<file path="config.mk">
export PLATFORM = sky130hd
export DESIGN_NAME = uart_test_path
export DESIGN_NICKNAME = d
export VERILOG_FILES = /design/src/rtl/utp_pkg.sv /design/src/rtl/utp_baud_gen.sv /design/src/rtl/utp_fifo.sv /design/src/rtl/utp_tx_stub.sv /design/src/rtl/utp_rx_stub.sv /design/src/rtl/uart_test_path.sv
export SDC_FILE = /design/constraint.sdc
export NUM_CORES = 1
export LEC_CHECK = 0
export ABC_AREA = 0
export BUFFER_PORTS_ARGS = -buffer_cell sky130_fd_sc_hd__buf_2
export CAP_MARGIN = 15
export CORE_UTILIZATION = 44
export CTS_CLUSTER_DIAMETER = 120
export CTS_CLUSTER_SIZE = 14
export DETAILED_ROUTE_END_ITERATION = 16
export MAX_ROUTING_LAYER = met4
export PLACE_DENSITY = 0.64
export SLEW_MARGIN = 20
export SYNTH_ARGS = -nofsm -noshare
export SYNTH_HDL_FRONTEND = slang
export SYNTH_HIERARCHICAL = 1
export SYNTH_SLANG_ARGS = --single-unit
</file>
<file path="constraint.sdc">
create_clock -name clk -period 3.7 [get_ports clk]
set_clock_uncertainty 0.15 [all_clocks]
set_input_delay 0.37 -clock clk [delete_from_list [all_inputs] [get_ports clk]]
set_output_delay 0.37 -clock clk [all_outputs]
set_load 0.1 [all_outputs]
</file>
<file path="src/rtl/utp_pkg.sv">
// Shared types and constants for the UART test path.
// Assumes a fixed oversampling ratio of eight ticks per serial bit.
package utp_pkg;
    localparam int OVERSAMPLE = 8;
    localparam int SUBW       = $clog2(OVERSAMPLE);
    localparam int MID_TICK   = OVERSAMPLE / 2 - 1;

    typedef enum logic [1:0] {
        RX_IDLE,
        RX_START,
        RX_DATA,
        RX_STOP
    } rx_state_e;
endpackage

</file>
<file path="src/rtl/utp_baud_gen.sv">
// Baud scaler: emits a single-cycle tick every (scaler+1) cycles.
// Assumes scaler is held stable while characters are in flight.
module utp_baud_gen #(
    parameter int SCW = 16
) (
    input  logic           clk,
    input  logic           rst_n,
    input  logic [SCW-1:0] scaler,
    output logic           tick
);
    logic [SCW-1:0] cnt;

    assign tick = (cnt == '0);

    // Down-counter that reloads from the scaler after reaching zero.
    always_ff @(posedge clk) begin
        if (!rst_n)        cnt <= '0;
        else if (cnt == '0) cnt <= scaler;
        else               cnt <= cnt - 1'b1;
    end

    assert_tick_spacing_R2: assert property (@(posedge clk) disable iff (!rst_n)
        (tick && scaler != '0) |=> !tick);
endmodule

</file>
<file path="src/rtl/utp_fifo.sv">
// Show-ahead synchronous FIFO: head is visible while not empty.
// Assumes writes when full and reads when empty are dropped by the FIFO itself.
module utp_fifo #(
    parameter int DW    = 8,
    parameter int DEPTH = 16
) (
    input  logic          clk,
    input  logic          rst_n,
    input  logic          push,
    input  logic [DW-1:0] wdata,
    input  logic          pop,
    output logic [DW-1:0] head,
    output logic          full,
    output logic          empty
);
    localparam int AW = $clog2(DEPTH);
    localparam int CW = AW + 1;

    logic [DW-1:0] mem [DEPTH];
    logic [AW-1:0] wptr, rptr;
    logic [CW-1:0] count;
    logic          do_push, do_pop;

    assign full    = (count == CW'(DEPTH));
    assign empty   = (count == '0);
    assign do_push = push && !full;
    assign do_pop  = pop && !empty;
    assign head    = mem[rptr];

    // Storage array write port.
    always_ff @(posedge clk) begin
        if (do_push) mem[wptr] <= wdata;
    end

    // Pointer and occupancy update.
    always_ff @(posedge clk) begin
        if (!rst_n) begin
            wptr  <= '0;
            rptr  <= '0;
            count <= '0;
        end else begin
            if (do_push) wptr <= (wptr == AW'(DEPTH - 1)) ? '0 : wptr + 1'b1;
            if (do_pop)  rptr <= (rptr == AW'(DEPTH - 1)) ? '0 : rptr + 1'b1;
            case ({do_push, do_pop})
                2'b10:   count <= count + 1'b1;
                2'b01:   count <= count - 1'b1;
                default: count <= count;
            endcase
        end
    end

    assert_no_overflow_R11: assert property (@(posedge clk) disable iff (!rst_n)
        (full && push && !pop) |=> $stable(count));
    assert_empty_pop_R7: assert property (@(posedge clk) disable iff (!rst_n)
        (empty && pop && !push) |=> $stable(count));
endmodule

</file>
<file path="src/rtl/utp_tx_stub.sv">
// Transmit serialiser stub: start bit, DW data bits LSB first, stop bit.
// Assumes data is valid whenever go is high; pops exactly once per character.
module utp_tx_stub #(
    parameter int DW = 8
) (
    input  logic          clk,
    input  logic          rst_n,
    input  logic          tick,
    input  logic          go,
    input  logic [DW-1:0] data,
    output logic          pop,
    output logic          line,
    output logic          busy
);
    import utp_pkg::*;
    localparam int FRAME = DW + 2;
    localparam int BW    = $clog2(FRAME + 1);

    logic [FRAME-1:0] shreg;
    logic [BW-1:0]    bits_left;
    logic [SUBW-1:0]  sub;

    assign pop  = !busy && tick && go;
    assign line = busy ? shreg[0] : 1'b1;

    // Load a frame on a tick and shift one bit every OVERSAMPLE ticks.
    always_ff @(posedge clk) begin
        if (!rst_n) begin
            busy      <= 1'b0;
            shreg     <= '1;
            bits_left <= '0;
            sub       <= '0;
        end else if (pop) begin
            busy      <= 1'b1;
            shreg     <= {1'b1, data, 1'b0};
            bits_left <= BW'(FRAME);
            sub       <= '0;
        end else if (busy && tick) begin
            if (sub == SUBW'(OVERSAMPLE - 1)) begin
                sub   <= '0;
                shreg <= {1'b1, shreg[FRAME-1:1]};
                if (bits_left == BW'(1)) busy <= 1'b0;
                else                     bits_left <= bits_left - 1'b1;
            end else begin
                sub <= sub + 1'b1;
            end
        end
    end
endmodule

</file>
<file path="src/rtl/utp_rx_stub.sv">
// Receive deserialiser stub: detects a start bit, samples at bit centres,
// and pulses done only when the stop bit is high. Assumes a synchronous line.
module utp_rx_stub #(
    parameter int DW = 8
) (
    input  logic          clk,
    input  logic          rst_n,
    input  logic          tick,
    input  logic          enable,
    input  logic          line,
    output logic          done,
    output logic [DW-1:0] data
);
    import utp_pkg::*;
    localparam int BCW = $clog2(DW);

    rx_state_e       state;
    logic [SUBW-1:0] sub;
    logic [BCW-1:0]  bitn;

    // Frame reception state machine advanced on oversampling ticks.
    always_ff @(posedge clk) begin
        if (!rst_n) begin
            state <= RX_IDLE;
            sub   <= '0;
            bitn  <= '0;
            data  <= '0;
            done  <= 1'b0;
        end else begin
            done <= 1'b0;
            if (!enable) begin
                state <= RX_IDLE;
            end else if (tick) begin
                case (state)
                    RX_IDLE: begin
                        if (!line) begin
                            state <= RX_START;
                            sub   <= '0;
                        end
                    end
                    RX_START: begin
                        if (sub == SUBW'(MID_TICK)) begin
                            sub   <= '0;
                            bitn  <= '0;
                            state <= line ? RX_IDLE : RX_DATA;
                        end else begin
                            sub <= sub + 1'b1;
                        end
                    end
                    RX_DATA: begin
                        if (sub == SUBW'(OVERSAMPLE - 1)) begin
                            sub  <= '0;
                            data <= {line, data[DW-1:1]};
                            if (bitn == BCW'(DW - 1)) state <= RX_STOP;
                            else                     bitn  <= bitn + 1'b1;
                        end else begin
                            sub <= sub + 1'b1;
                        end
                    end
                    default: begin
                        if (sub == SUBW'(OVERSAMPLE - 1)) begin
                            sub   <= '0;
                            done  <= line;
                            state <= RX_IDLE;
                        end else begin
                            sub <= sub + 1'b1;
                        end
                    end
                endcase
            end
        end
    end
endmodule

</file>
<file path="src/rtl/uart_test_path.sv">
// UART test-mode path: baud scaler, transmit/receive FIFOs, serial stubs,
// internal loopback of data and flow control, and a debug FIFO port.
// Assumes the pins are asynchronous and are synchronised here with two flops.
module uart_test_path #(
    parameter int DW    = 8,
    parameter int DEPTH = 16,
    parameter int SCW   = 16
) (
    input  logic           clk,
    input  logic           rst_n,
    input  logic [SCW-1:0] cfg_scaler,
    input  logic           cfg_loop,
    input  logic           cfg_debug,
    input  logic           cfg_tx_en,
    input  logic           cfg_rx_en,
    input  logic           cfg_rx_irq_en,
    input  logic           host_tx_wr,
    input  logic [DW-1:0]  host_tx_data,
    input  logic           host_rx_rd,
    output logic [DW-1:0]  host_rx_data,
    output logic           tx_full,
    output logic           tx_empty,
    output logic           rx_full,
    output logic           rx_empty,
    input  logic           dbg_rd,
    output logic [DW-1:0]  dbg_rdata,
    input  logic           dbg_wr,
    input  logic [DW-1:0]  dbg_wdata,
    output logic           pin_txd,
    input  logic           pin_rxd,
    output logic           pin_rtsn,
    input  logic           pin_ctsn
    ,
    output logic           rx_irq
);
    logic          tick;
    logic          rxd_s1, rxd_s2, ctsn_s1, ctsn_s2;
    logic          tx_line, tx_busy, tx_go, tx_stub_pop, tx_pop, dbg_pop;
    logic [DW-1:0] tx_head;
    logic          rx_line, rx_done;
    logic [DW-1:0] rx_word;
    logic          rx_push, rx_ok;
    logic [DW-1:0] rx_push_data;
    logic          rts_int_n, cts_int_n;

    // Two-flop synchronisers for the external inputs, idle high.
    always_ff @(posedge clk) begin
        if (!rst_n) begin
            rxd_s1  <= 1'b1;
            rxd_s2  <= 1'b1;
            ctsn_s1 <= 1'b1;
            ctsn_s2 <= 1'b1;
        end else begin
            rxd_s1  <= pin_rxd;
            rxd_s2  <= rxd_s1;
            ctsn_s1 <= pin_ctsn;
            ctsn_s2 <= ctsn_s1;
        end
    end

    // Loopback routing and idle forcing of the pins.
    always_comb begin
        rts_int_n = !(cfg_rx_en && !rx_full);
        cts_int_n = cfg_loop ? rts_int_n : ctsn_s2;
        rx_line   = cfg_loop ? tx_line : rxd_s2;
        pin_txd   = (cfg_loop || cfg_debug) ? 1'b1 : tx_line;
        pin_rtsn  = cfg_loop ? 1'b1 : rts_int_n;
    end

    // Transmit side: hardware drain or debug drain of the FIFO.
    always_comb begin
        tx_go   = cfg_tx_en && !cfg_debug && !cts_int_n && !tx_empty;
        dbg_pop = cfg_debug && dbg_rd && !tx_empty;
        tx_pop  = tx_stub_pop || dbg_pop;
    end

    // Receive side: debug writes replace received characters in debug mode.
    always_comb begin
        rx_push      = cfg_debug ? dbg_wr : rx_done;
        rx_push_data = cfg_debug ? dbg_wdata : rx_word;
        rx_ok        = rx_push && !rx_full;
    end

    // Debug read capture and receive interrupt pulse.
    always_ff @(posedge clk) begin
        if (!rst_n) begin
            dbg_rdata <= '0;
            rx_irq    <= 1'b0;
        end else begin
            if (cfg_debug && dbg_rd) dbg_rdata <= tx_empty ? '0 : tx_head;
            rx_irq <= cfg_rx_irq_en && rx_ok;
        end
    end

    utp_baud_gen #(.SCW(SCW)) u_baud (
        .clk(clk), .rst_n(rst_n), .scaler(cfg_scaler), .tick(tick)
    );

    utp_fifo #(.DW(DW), .DEPTH(DEPTH)) u_tx_fifo (
        .clk(clk), .rst_n(rst_n), .push(host_tx_wr), .wdata(host_tx_data),
        .pop(tx_pop), .head(tx_head), .full(tx_full), .empty(tx_empty)
    );

    utp_fifo #(.DW(DW), .DEPTH(DEPTH)) u_rx_fifo (
        .clk(clk), .rst_n(rst_n), .push(rx_push), .wdata(rx_push_data),
        .pop(host_rx_rd), .head(host_rx_data), .full(rx_full), .empty(rx_empty)
    );

    utp_tx_stub #(.DW(DW)) u_tx (
        .clk(clk), .rst_n(rst_n), .tick(tick), .go(tx_go), .data(tx_head),
        .pop(tx_stub_pop), .line(tx_line), .busy(tx_busy)
    );

    utp_rx_stub #(.DW(DW)) u_rx (
        .clk(clk), .rst_n(rst_n), .tick(tick), .enable(cfg_rx_en),
        .line(rx_line), .done(rx_done), .data(rx_word)
    );

    assert_start_needs_cts_R3: assert property (@(posedge clk) disable iff (!rst_n)
        $rose(tx_busy) |-> $past(!cts_int_n));
    assert_debug_no_start_R9: assert property (@(posedge clk) disable iff (!rst_n)
        (cfg_debug && $past(cfg_debug)) |-> !$rose(tx_busy));
    assert_irq_enabled_R10: assert property (@(posedge clk) disable iff (!rst_n)
        rx_irq |-> $past(cfg_rx_irq_en));
endmodule

</file>
# [Word-level counts from Yosys, hierarchy flattened]
# Memory sizes are Yosys's and may differ from the RTL's. A register that Yosys moved wholly into a read port is not among the register bits.
# Cells that the tools add are included.
[word_totals] regBits=89 mem_bits_rw=256 input_bits=45 out_inout_bits=23 word_cells=162 n_memories=2
[op_classes] n_addsub=13 eq_ne=23 n_mux=50 bitwise=5 reduce_logical=46
[memory_table] memory="u_rx_fifo.mem" words=16 word_bits=8 rd=1 rd_ports_with_merged_regs=1 write_ports=1 line="utp_fifo.sv:19" text="logic [DW-1:0] mem [DEPTH];"
[memory_table] memory="u_tx_fifo.mem" words=16 word_bits=8 rd=1 rd_ports_with_merged_regs=1 write_ports=1 line="utp_fifo.sv:19"
[op_table] cell="4-bit two-way mux" count=12
[op_table] cell="9-bit two-way mux" count=3
[op_table] cell="3-bit two-way mux" count=7
[op_table] cell="5-bit one-hot mux with 2 select lines" count=2
[op_table] cell="4-bit by 1-bit adder with 4-bit output (second input constant)" count=4
[op_table] cell="4-bit == test (second input constant)" count=4
[op_table] cell="16-bit zero test" count=1
[op_table] cell="16-bit two-way mux" count=1
[op_table] cell="8-bit two-way mux" count=2
[op_table] cell="16-bit by 1-bit subtractor with 16-bit output (second input constant)" count=1
[op_table] cell="1-bit logical AND" count=14
[op_table] cell="1-bit two-way mux" count=14
[op_table] cell="2-bit two-way mux" count=6
[op_table] cell="3-bit one-hot mux with 2 select lines" count=2
[op_table] cell="3-bit AND reduction" count=4
[op_table] cell="6-bit AND reduction" count=2
[op_table] cell="2-bit nonzero test" count=6
[op_table] cell="5-bit by 1-bit adder with 5-bit output (second input constant)" count=2
[op_table] cell="5-bit == test (second input constant)" count=2
[op_table] cell="5-bit zero test" count=2
[op_table] cell="5-bit by 1-bit subtractor with 5-bit output (second input constant)" count=2
[op_table] cell="3-bit by 1-bit adder with 3-bit output (second input constant)" count=3
[op_table] cell="3-bit == test (second input constant)" count=3
[op_table] cell="1-bit zero test" count=8
[op_table] cell="other kinds (16)" count=30

# [Longest topological paths before layout]
# Gate-level depths: netlist (run 1).
[logic_depth] ltp_word=13 depth_mapped=20 depth_no_buf=16

# [Hierarchy]
# Netlist (run 1), hierarchy kept.
[by_module_without_submodules] mod="utp_fifo" n_inst=2 cells_each=294 area_each_um2=5829.3 seq_area_each_um2=4184.0
[by_module_without_submodules] mod="utp_rx_stub" n_inst=1 cells_each=105 area_each_um2=919.6 seq_area_each_um2=340.3
[by_module_without_submodules] mod="utp_baud_gen" n_inst=1 cells_each=108 area_each_um2=895.9 seq_area_each_um2=320.3
[by_module_without_submodules] mod="utp_tx_stub" n_inst=1 cells_each=93 area_each_um2=810.8 seq_area_each_um2=340.3
[by_module_without_submodules] mod="uart_test_path" n_inst=1 cells_each=65 area_each_um2=700.7 seq_area_each_um2=260.2

# [Worst setup path after synthesis (run 1)]
# OpenSTA, ideal clock, no wires.
[synth_timing] path_kind="reg-to-reg" from="reg u_rx_fifo.count[1]" to="reg u_tx_fifo.count[2]" setup_ns=0.072 arrival_ns=4.985 required_time_ns=3.478 setup_slack_ns=-1.508 path_stages_with_launch=21 n_path_buf=4 synth_period_minus_slack_ns=5.208 cell_sequence="dfxtp_1 buf_6 or4_4 buf_6 nor2_1 and3b_1 o211a_1 nand3b_2 inv_1 buf_2 o21bai_1 o21ai_2 inv_1 ha_1 clkbuf_1 xor2_1 ha_1 a21oi_1 xor2_1 or3_1 a21oi_1"
[synth_via] elab_chain_cells=13 word_cells_on_any_way=15 classes_between="eq/ne (3); mux (2); reduce/logical (10)"
[synth_lines] item="from (decl)" line="utp_fifo.sv:21" text="logic [CW-1:0] count;"
[synth_lines] item="from (signal assigned)" line="utp_fifo.sv:45" text="2'b10: count <= count + 1'b1;"
[synth_lines] item="from (signal assigned)" line="utp_fifo.sv:46" text="2'b01: count <= count - 1'b1;"
[synth_lines] item="from (signal assigned)" line="utp_fifo.sv:47" text="default: count <= count;"
[synth_lines] item="5-bit == test *" line="utp_fifo.sv:24" text="assign full = (count == CW'(DEPTH));"
[synth_lines] item="net rx_full" line="uart_test_path.sv:23" text="output logic rx_full,"
[synth_lines] item="1-bit zero test *" line="uart_test_path.sv:63" text="rts_int_n = !(cfg_rx_en && !rx_full);"
[synth_lines] item="1-bit logical AND *" line="uart_test_path.sv:63"
[synth_lines] item="1-bit zero test *" line="uart_test_path.sv:63"
[synth_lines] item="1-bit two-way mux *" line="uart_test_path.sv:64" text="cts_int_n = cfg_loop ? rts_int_n : ctsn_s2;"
[synth_lines] item="1-bit zero test *" line="uart_test_path.sv:72" text="tx_go = cfg_tx_en && !cfg_debug && !cts_int_n && !tx_empty;"
[synth_lines] item="1-bit logical AND * (2 in a row)" line="uart_test_path.sv:72"
[synth_lines] item="net tx_go" line="uart_test_path.sv:38" text="logic tx_line, tx_busy, tx_go, tx_stub_pop, tx_pop, dbg_pop;"
[synth_lines] item="1-bit logical AND *" line="utp_tx_stub.sv:23" text="assign pop = !busy && tick && go;"
[synth_lines] item="net tx_stub_pop" line="uart_test_path.sv:38"
[synth_lines] item="1-bit logical OR *" line="uart_test_path.sv:74" text="tx_pop = tx_stub_pop || dbg_pop;"
[synth_lines] item="net tx_pop" line="uart_test_path.sv:38"
[synth_lines] item="1-bit logical AND *" line="utp_fifo.sv:27" text="assign do_pop = pop && !empty;"
[synth_lines] item="2-bit by 1-bit == test with 1-bit output or 2-bit == test (tied branches)" line="utp_fifo.sv:44" text="case ({do_push, do_pop})"
[synth_lines] item="5-bit one-hot mux with 2 select lines or 2-bit nonzero test (tied branches)"
[synth_lines] item="to (signal assigned)" line="utp_fifo.sv:45"
[synth_lines] item="to (signal assigned)" line="utp_fifo.sv:46"
[synth_lines] item="to (signal assigned)" line="utp_fifo.sv:47"
[synth_lines] item="to (decl)" line="utp_fifo.sv:21"
# Mark *: on every way through the listed nets, which the timed path passes. The rest lies on a longest branch.
# A chain may end at the register's enable or synchronous reset.

# [Worst setup path in the final report (run 1)]
[layout_timing] from="reg u_rx_fifo.count[2]" to="reg u_tx_fifo.count[2]"
[layout_via] elab_chain_cells=13 word_cells_on_any_way=15 classes_between="eq/ne (3); mux (2); reduce/logical (10)"
[layout_lines] item="5-bit == test *" line="utp_fifo.sv:24"
[layout_lines] item="1-bit zero test *" line="uart_test_path.sv:63"
[layout_lines] item="1-bit logical AND *" line="uart_test_path.sv:63"
[layout_lines] item="1-bit zero test *" line="uart_test_path.sv:63"
[layout_lines] item="1-bit two-way mux *" line="uart_test_path.sv:64"
[layout_lines] item="1-bit zero test *" line="uart_test_path.sv:72"
[layout_lines] item="1-bit logical AND * (2 in a row)" line="uart_test_path.sv:72"
[layout_lines] item="net tx_go" line="uart_test_path.sv:38"
[layout_lines] item="1-bit logical AND *" line="utp_tx_stub.sv:23"
[layout_lines] item="net tx_stub_pop" line="uart_test_path.sv:38"
[layout_lines] item="1-bit logical OR *" line="uart_test_path.sv:74"
[layout_lines] item="net tx_pop" line="uart_test_path.sv:38"
[layout_lines] item="1-bit logical AND *" line="utp_fifo.sv:27"
[layout_lines] item="2-bit by 1-bit == test with 1-bit output or 2-bit == test (tied branches)" line="utp_fifo.sv:44"
[layout_lines] item="5-bit one-hot mux with 2 select lines or 2-bit nonzero test (tied branches)"
# Marked as above.

==> metrics.cfg, run 1 <==
[drt]
route.final.wire_length_um = 30200
via_count = 8370
drt_iter0_drc = 623
routed_wire_length_per_instance_um = 19.92
drt-vias-per-instance = 5.521
drc = 0
drtPass1Iterations = 6
final_antenna_net_count = 0

[logic_synthesis]
yosys_most_used_dff = sky130_fd_sc_hd__edfxtp_1
synthesis.area_um2 = 14990
yosysSeqAreaShare_pct = 64.26
synth_edf_count = 256
synth_warnings = 6
flip_flop_and_latch_count_after_synthesis = 353
mappedNetlistNets = 1033
netlist_instances = 959
synth-async-reset-ratio_pct = 0
post_synth.cell_area_avg_um2 = 15.63
yosys.area.top_type = sky130_fd_sc_hd__edfxtp_1
synth.lib_cells_used.distinct = 67
area_fraction_of_the_dominant_cell_type_after_synthesis_pct = 51.30
netlist_top_cells_area = sky130_fd_sc_hd__edfxtp_1 (51%), sky130_fd_sc_hd__dfxtp_1 (13%), sky130_fd_sc_hd__mux4_2 (12%)

[timing]
min_period_over_period_pct = 93.89
relSlewSlack_pct = 46.18
finalCriticalPeriod_ns = 3.474
report.final.slew_viol_count = 0
finalWorstSetupSlack_ns = 0.2260
worst_slew_pin_slew_ns = 0.7999
report.final.setup_viol = 0
fin_setup_tns_ns = 0
fmaxAchievable_ghz = 0.2879
finalHoldViolations = 0
grt_setup_unrepaired = false

[layout]
num-nets-final = 1118
syn_to_final_growth_pct = 12.53
fin_util_pct = 50.29
finalInstanceArea_um2 = 16860
drive_gt1_share_pct = 23.43
filler_cell_count = 2810

[placed_design]
place.detailed.hpwl_um = 20260
final_weighted_congestion_of_routability_driven_global_placement = 0.8226
pre_cts_ws_ns = 0.1668
placed_cell_area_um2 = 15830
port_buffers = 67

[worst_setup_path]
worst_path_cell_with_the_longest_stage_delay = sky130_fd_sc_hd__or4_4
critical_path_peak_fanout = 11
critical_path.max_stage_delay_ns = 0.56
critPathArrivalTime_ns = 3.81
crit_chain = or4_4 -> nor2_4 -> and3b_1 -> o211a_1 -> nand3b_4 -> inv_2 -> o21bai_4 -> o21ai_4 -> inv_2 -> ha_2 -> xor2_1 -> ha_2 -> a21oi_2 -> xor2_1 -> or3_1 -> a21oi_1
capturing_element_type_of_the_critical_path = flop
path_class = flop to flop
worst_setup_path_start_kind = flop
cp_data_required_time_ns = 4.03

[clocking]
cts_inserted_buffers = 29
clk_latency_ns = 0.56
cts_htree_levels = 1
cts.sink_count = 353
cts_tree = done
clockBufferDepth = 3
clock_tree.root_cell = sky130_fd_sc_hd__clkbuf_16
clk_transition_reported_paths_ns = 0.07

[die]
num_io_pins = 68
die_x_um = 186.6
initial_core_util_pct = 44.69
total_die_area_um2 = 34800
placeableCoreArea_um2 = 33530
num_rows = 67
die_h_um = 186.6

[power]
combPwrFrac_pct = 23.4
power.share.sequential_pct = 47.5
p_leak_nw = 5.724
pwr_density_nw_per_um2 = 572.3
worst_ir_drop_vdd_mv = 0.5324
p_sw_share_pct = 29.99
p_clk_share_pct = 29.1
finalPower_mw = 9.651
p_int_mw = 6.756
net-switching-power_mw = 2.894

[global_routing]
grt_start_max_net_pins = 33
globalRouteTotalUtil_pct = 18.00
first_global_vias = 8347
grt_first_pass_wirelength_um = 47390
overflow = 0
grt_antenna_before_repair = 1

[outcome]
outcome = finished, final reports clean

[flow_run]
maxCapViolations = 0

[min_path]
hold_path.class = input pin to flop

## metrics by stage
| stage | hold slack (ns) | std cells |
|---|---|---|
| finish | 0.04290 | 1516 |
| global route | 0.03042 | 1516 |
| CTS | 0.01721 | 1513 |
| detailed placement | 0.2941 | 1442 |
| global placement | 0.2844 | 1442 |
| floorplan | 0.2363 | 959 |
## per-layer routing
layer	global-route usage, %	vias to the layer above	part of all wire, %
met3	2.106	47	4.1
met1	22.33	4200	42
met4	5.044	0	2.6
li1	-	3940	-
met5	-	-	0
met2	31.14	183	52
## power groups by stage
stage          sequential [mW]  combinational [mW]  clock, mW
2_1_floorplan             4.63                1.86          0
3_3_place_gp              4.65                2.21          0
3_5_place_dp              4.66                2.23          0
4_1_cts                   4.58                2.25       2.88
5_1_grt                   4.61                2.44       3.00
6_report                  4.58                2.26       2.81
## layout make-up
type	instances	area (um^2)	share of cell area (%)
flip-flops and latches	353	9634	57.13
multi-input cells	527	5041	29.89
clock buffers	52	812.0	4.815
repair buffers	107	690.7	4.096
well taps	448	560.5	3.324
inverters	26	97.59	0.5787
clock inverters	2	25.02	0.1484
diodes	1	2.502	0.01484
## cells in the mapped netlist, drive strengths merged, types with 4 or more instances
library cell    n
a211oi          9
a21boi          8
a21oi          40
a221oi          4
a311o           4
a31oi           6
and2           24
and3            4
and3b           4
and4            5
and4b          12
buf            41
clkbuf         12
dfxtp          97
edfxtp        256
ha             29
inv            24
mux2           10
mux2i          15
mux4           80
nand2          39
nand2b         11
nand3          20
nand4           5
nor2           39
nor2b           7
nor3           10
nor3b           5
nor4            5
nor4b          12
o211ai          4
o21a            8
o21ai          42
or3             4
or3b            5
or4             8
xnor2           8
xor2           11
## worst paths after layout
path                                         start                   end  slack, ns  cells past startpoint
worst max-delay path            u_rx_fifo/count[2]    u_tx_fifo/count[2]       0.23                     16
worst min-delay path               host_tx_data[7]  u_tx_fifo/mem[12][7]       0.04                      1
worst max register to register  u_rx_fifo/count[2]    u_tx_fifo/count[2]       0.23                     16
worst min register to register             ctsn_s1               ctsn_s2       0.29                      1
## cells by family (layout without fill, tap and decap cells)
family	after synthesis	in the layout	share of synthesized area (%)
XOR/XNOR	19	19	1.110
other	0	1	0
AND/OR/NAND/NOR	227	227	9.101
adder cells (fa/ha/maj)	29	29	2.421
multiplexers	105	105	13.80
AO/OA/AOI/OAI	147	147	6.487
flip-flops	353	353	64.26
buffers and inverters	79	187	2.822
## cell usage in the layout, fill, tap and decap left out, types with 27 or more instances in the layout
master                      instances
sky130_fd_sc_hd__edfxtp_1         256
sky130_fd_sc_hd__mux4_2            80
sky130_fd_sc_hd__ha_1              27
sky130_fd_sc_hd__nor2_1            37
sky130_fd_sc_hd__nand2_1           39
sky130_fd_sc_hd__dfxtp_1           93
sky130_fd_sc_hd__clkbuf_16         29
sky130_fd_sc_hd__o21ai_0           38
sky130_fd_sc_hd__a21oi_1           39
sky130_fd_sc_hd__buf_2             67
## critical path: cells and delay by family (launching register included)
kind	cells	cell delay, ns
AND/OR/NAND/NOR	5	1.25
flip-flops	1	0.38
AO/OA/AOI/OAI	5	0.70
adder cells (fa/ha/maj)	2	0.43
XOR/XNOR	2	0.34
buffers and inverters	2	0.16
## timing repair
item                                    in CTS  in global routing
buffers inserted                             0                  2
endpoints found under the hold margin       17                  0
hold buffers                                17                  0
gates resized for setup                      0                  3
endpoints found under the setup margin       0                  1
## flip-flops by register name, indices dropped and copies added, names as in the netlist, 5 cells and up, named ones only
name,count
u_rx_fifo/count,5
u_baud/cnt,16
u_rx/data,8
u_tx_fifo/count,5
u_rx_fifo/mem,128
u_tx/shreg,9
u_tx_fifo/mem,128
dbg_rdata,8
Power figures use the tool's default switching activity.
==> run 2, diff against run 1 <==
- BUFFER_PORTS_ARGS: -buffer_cell sky130_fd_sc_hd__buf_2 -> -buffer_cell sky130_fd_sc_hd__buf_4
- GPL_TIMING_DRIVEN: unset -> 0
==> metrics.cfg, run 2 (synthesized netlist as in run 1, its figures left out) <==
[outcome]
outcome = finished, final reports clean

[drt]
drt-vias-per-instance = 5.466
drtPass1Iterations = 5
drc = 0
route.final.wire_length_um = 31510
final_antenna_net_count = 0
via_count = 8544
drt_iter0_drc = 450
routed_wire_length_per_instance_um = 20.16

[clocking]
cts.sink_count = 353
clk_transition_reported_paths_ns = 0.07
clockBufferDepth = 3
clock_tree.root_cell = sky130_fd_sc_hd__clkbuf_16
cts_tree = done
cts_inserted_buffers = 29
clk_latency_ns = 0.55
cts_htree_levels = 1

[timing]
finalCriticalPeriod_ns = 3.479
worst_slew_pin_slew_ns = 0.8297
min_period_over_period_pct = 94.02
report.final.slew_viol_count = 0
relSlewSlack_pct = 44.69
fin_setup_tns_ns = 0
finalWorstSetupSlack_ns = 0.2213
fmaxAchievable_ghz = 0.2875
report.final.setup_viol = 0
finalHoldViolations = 0
grt_setup_unrepaired = false

[worst_setup_path]
crit_family = simple AND/OR/NAND/NOR gates
crit_chain = buf_6 -> or4_4 -> nor2_4 -> and3b_1 -> o211a_1 -> nand3b_4 -> inv_4 -> o21bai_4 -> o21ai_4 -> inv_2 -> ha_4 -> xor2_2 -> ha_2 -> and3b_1 -> o21ai_1 -> a31oi_1 -> mux2i_1
capturing_element_type_of_the_critical_path = flop
critical_path_buf_inv_count = 3
critical-path-top-cell-by-count = sky130_fd_sc_hd__and3b_1
path_class = flop to flop
worst_path_cell_with_the_longest_stage_delay = sky130_fd_sc_hd__or4_4
critical_path.max_stage_delay_ns = 0.56
cp_data_required_time_ns = 4.03
worst_setup_path_start_kind = flop
critPathArrivalTime_ns = 3.81
critical_path_peak_fanout = 11

[die]
total_die_area_um2 = 34800
die_h_um = 186.6
num_rows = 67
placeableCoreArea_um2 = 33530
initial_core_util_pct = 44.69
die_x_um = 186.6
num_io_pins = 68

[min_path]
hold_path.class = input pin to flop

[layout]
largestRegisters = u_rx_fifo/mem x128, u_tx_fifo/mem x128, u_baud/cnt x16
syn_to_final_growth_pct = 15.65
num-nets-final = 1166
layout.cells.non_filler = 1563
drive_gt1_share_pct = 24.24
layout.cells.most_common_list = sky130_fd_sc_hd__edfxtp_1 (256), sky130_fd_sc_hd__dfxtp_1 (94), sky130_fd_sc_hd__buf_4 (87), sky130_fd_sc_hd__mux4_2 (80)
final_common_cell = sky130_fd_sc_hd__edfxtp_1

[global_routing]
grt_antenna_before_repair = 1
grt_start_max_net_pins = 37
globalRouteTotalUtil_pct = 18.73
first_global_vias = 8510
grt_first_pass_wirelength_um = 48700
overflow = 0

[power]
p_leak_nw = 5.931
pwr_density_nw_per_um2 = 565.6
finalPower_mw = 9.803
worst_ir_drop_vdd_mv = 0.4575

[placed_design]
port_buffers = 66
pre_cts_ws_ns = -0.1798
place.detailed.instances = 1481
place.detailed.hpwl_um = 21930
final_weighted_congestion_of_routability_driven_global_placement = 0.7924

[flow_run]
maxCapViolations = 0

run 2: final timing paths:
path | start | to | slack (ns) | cells after the start
worst max-delay path | u_rx_fifo/count[1] | u_tx_fifo/count[4] | 0.22 | 17
worst min-delay path | host_tx_data[5] | u_tx_fifo/mem[8][5] | 0.02 | 1
worst max register to register | u_rx_fifo/count[1] | u_tx_fifo/count[4] | 0.22 | 17
worst min register to register | rxd_s1 | rxd_s2 | 0.26 | 1
run 2: layout make-up:
type	instances	area, um^2
repair buffers	107	848.3
inverters	26	100.1
multi-input cells	527	5061
flip-flops and latches	353	9635
fillers	2814	16200
clock buffers	52	812.0
plain buffers	48	295.3
clock inverters	1	16.27
well taps	448	560.5
diodes	1	2.502
run 2: metal layers:
metal | share of wire [%] | wire (um) | global-route usage [%] | vias to the layer above
li1 | - | - | - | 4035
met1 | 40 | 12750 | 22.15 | 4311
met2 | 53 | 16790 | 33.52 | 153
met3 | 3.8 | 1199 | 2.614 | 45
met4 | 2.4 | 768 | 4.760 | 0
met5 | 0 | 0 | - | -
run 2: stage by stage:
stage	instance area (um^2)	hold slack (ns)	util [%]
6_report	17330	0.01772	51.69
5_1_grt	17330	0.02083	51.69
4_1_cts	17290	0.0001697	51.56
3_5_place_dp	16200	0.2477	48.32
3_3_place_gp	16110	0.2472	48.04
2_1_floorplan	15050	0.2363	-
run 2: what timing repair did:
item                                   4_1_cts  5_1_grt
pin swaps                                    5        6
hold buffers                                24        0
gates resized for setup                      3        8
endpoints found under the hold margin       98        0
cloned                                       0        0
setup endpoints to repair                    2        2
buffers inserted                             4        5
run 2: power breakdown:
group / total (mW) / internal (mW) / leakage, nW / switching [mW]
clock network: 2.80 / 1.48 / 0.391 / 1.33
registers: 4.56 / 4.40 / 3.12 / 0.158
logic: 2.44 / 0.979 / 2.42 / 1.46
total: 9.80 / 6.86 / 5.93 / 2.95
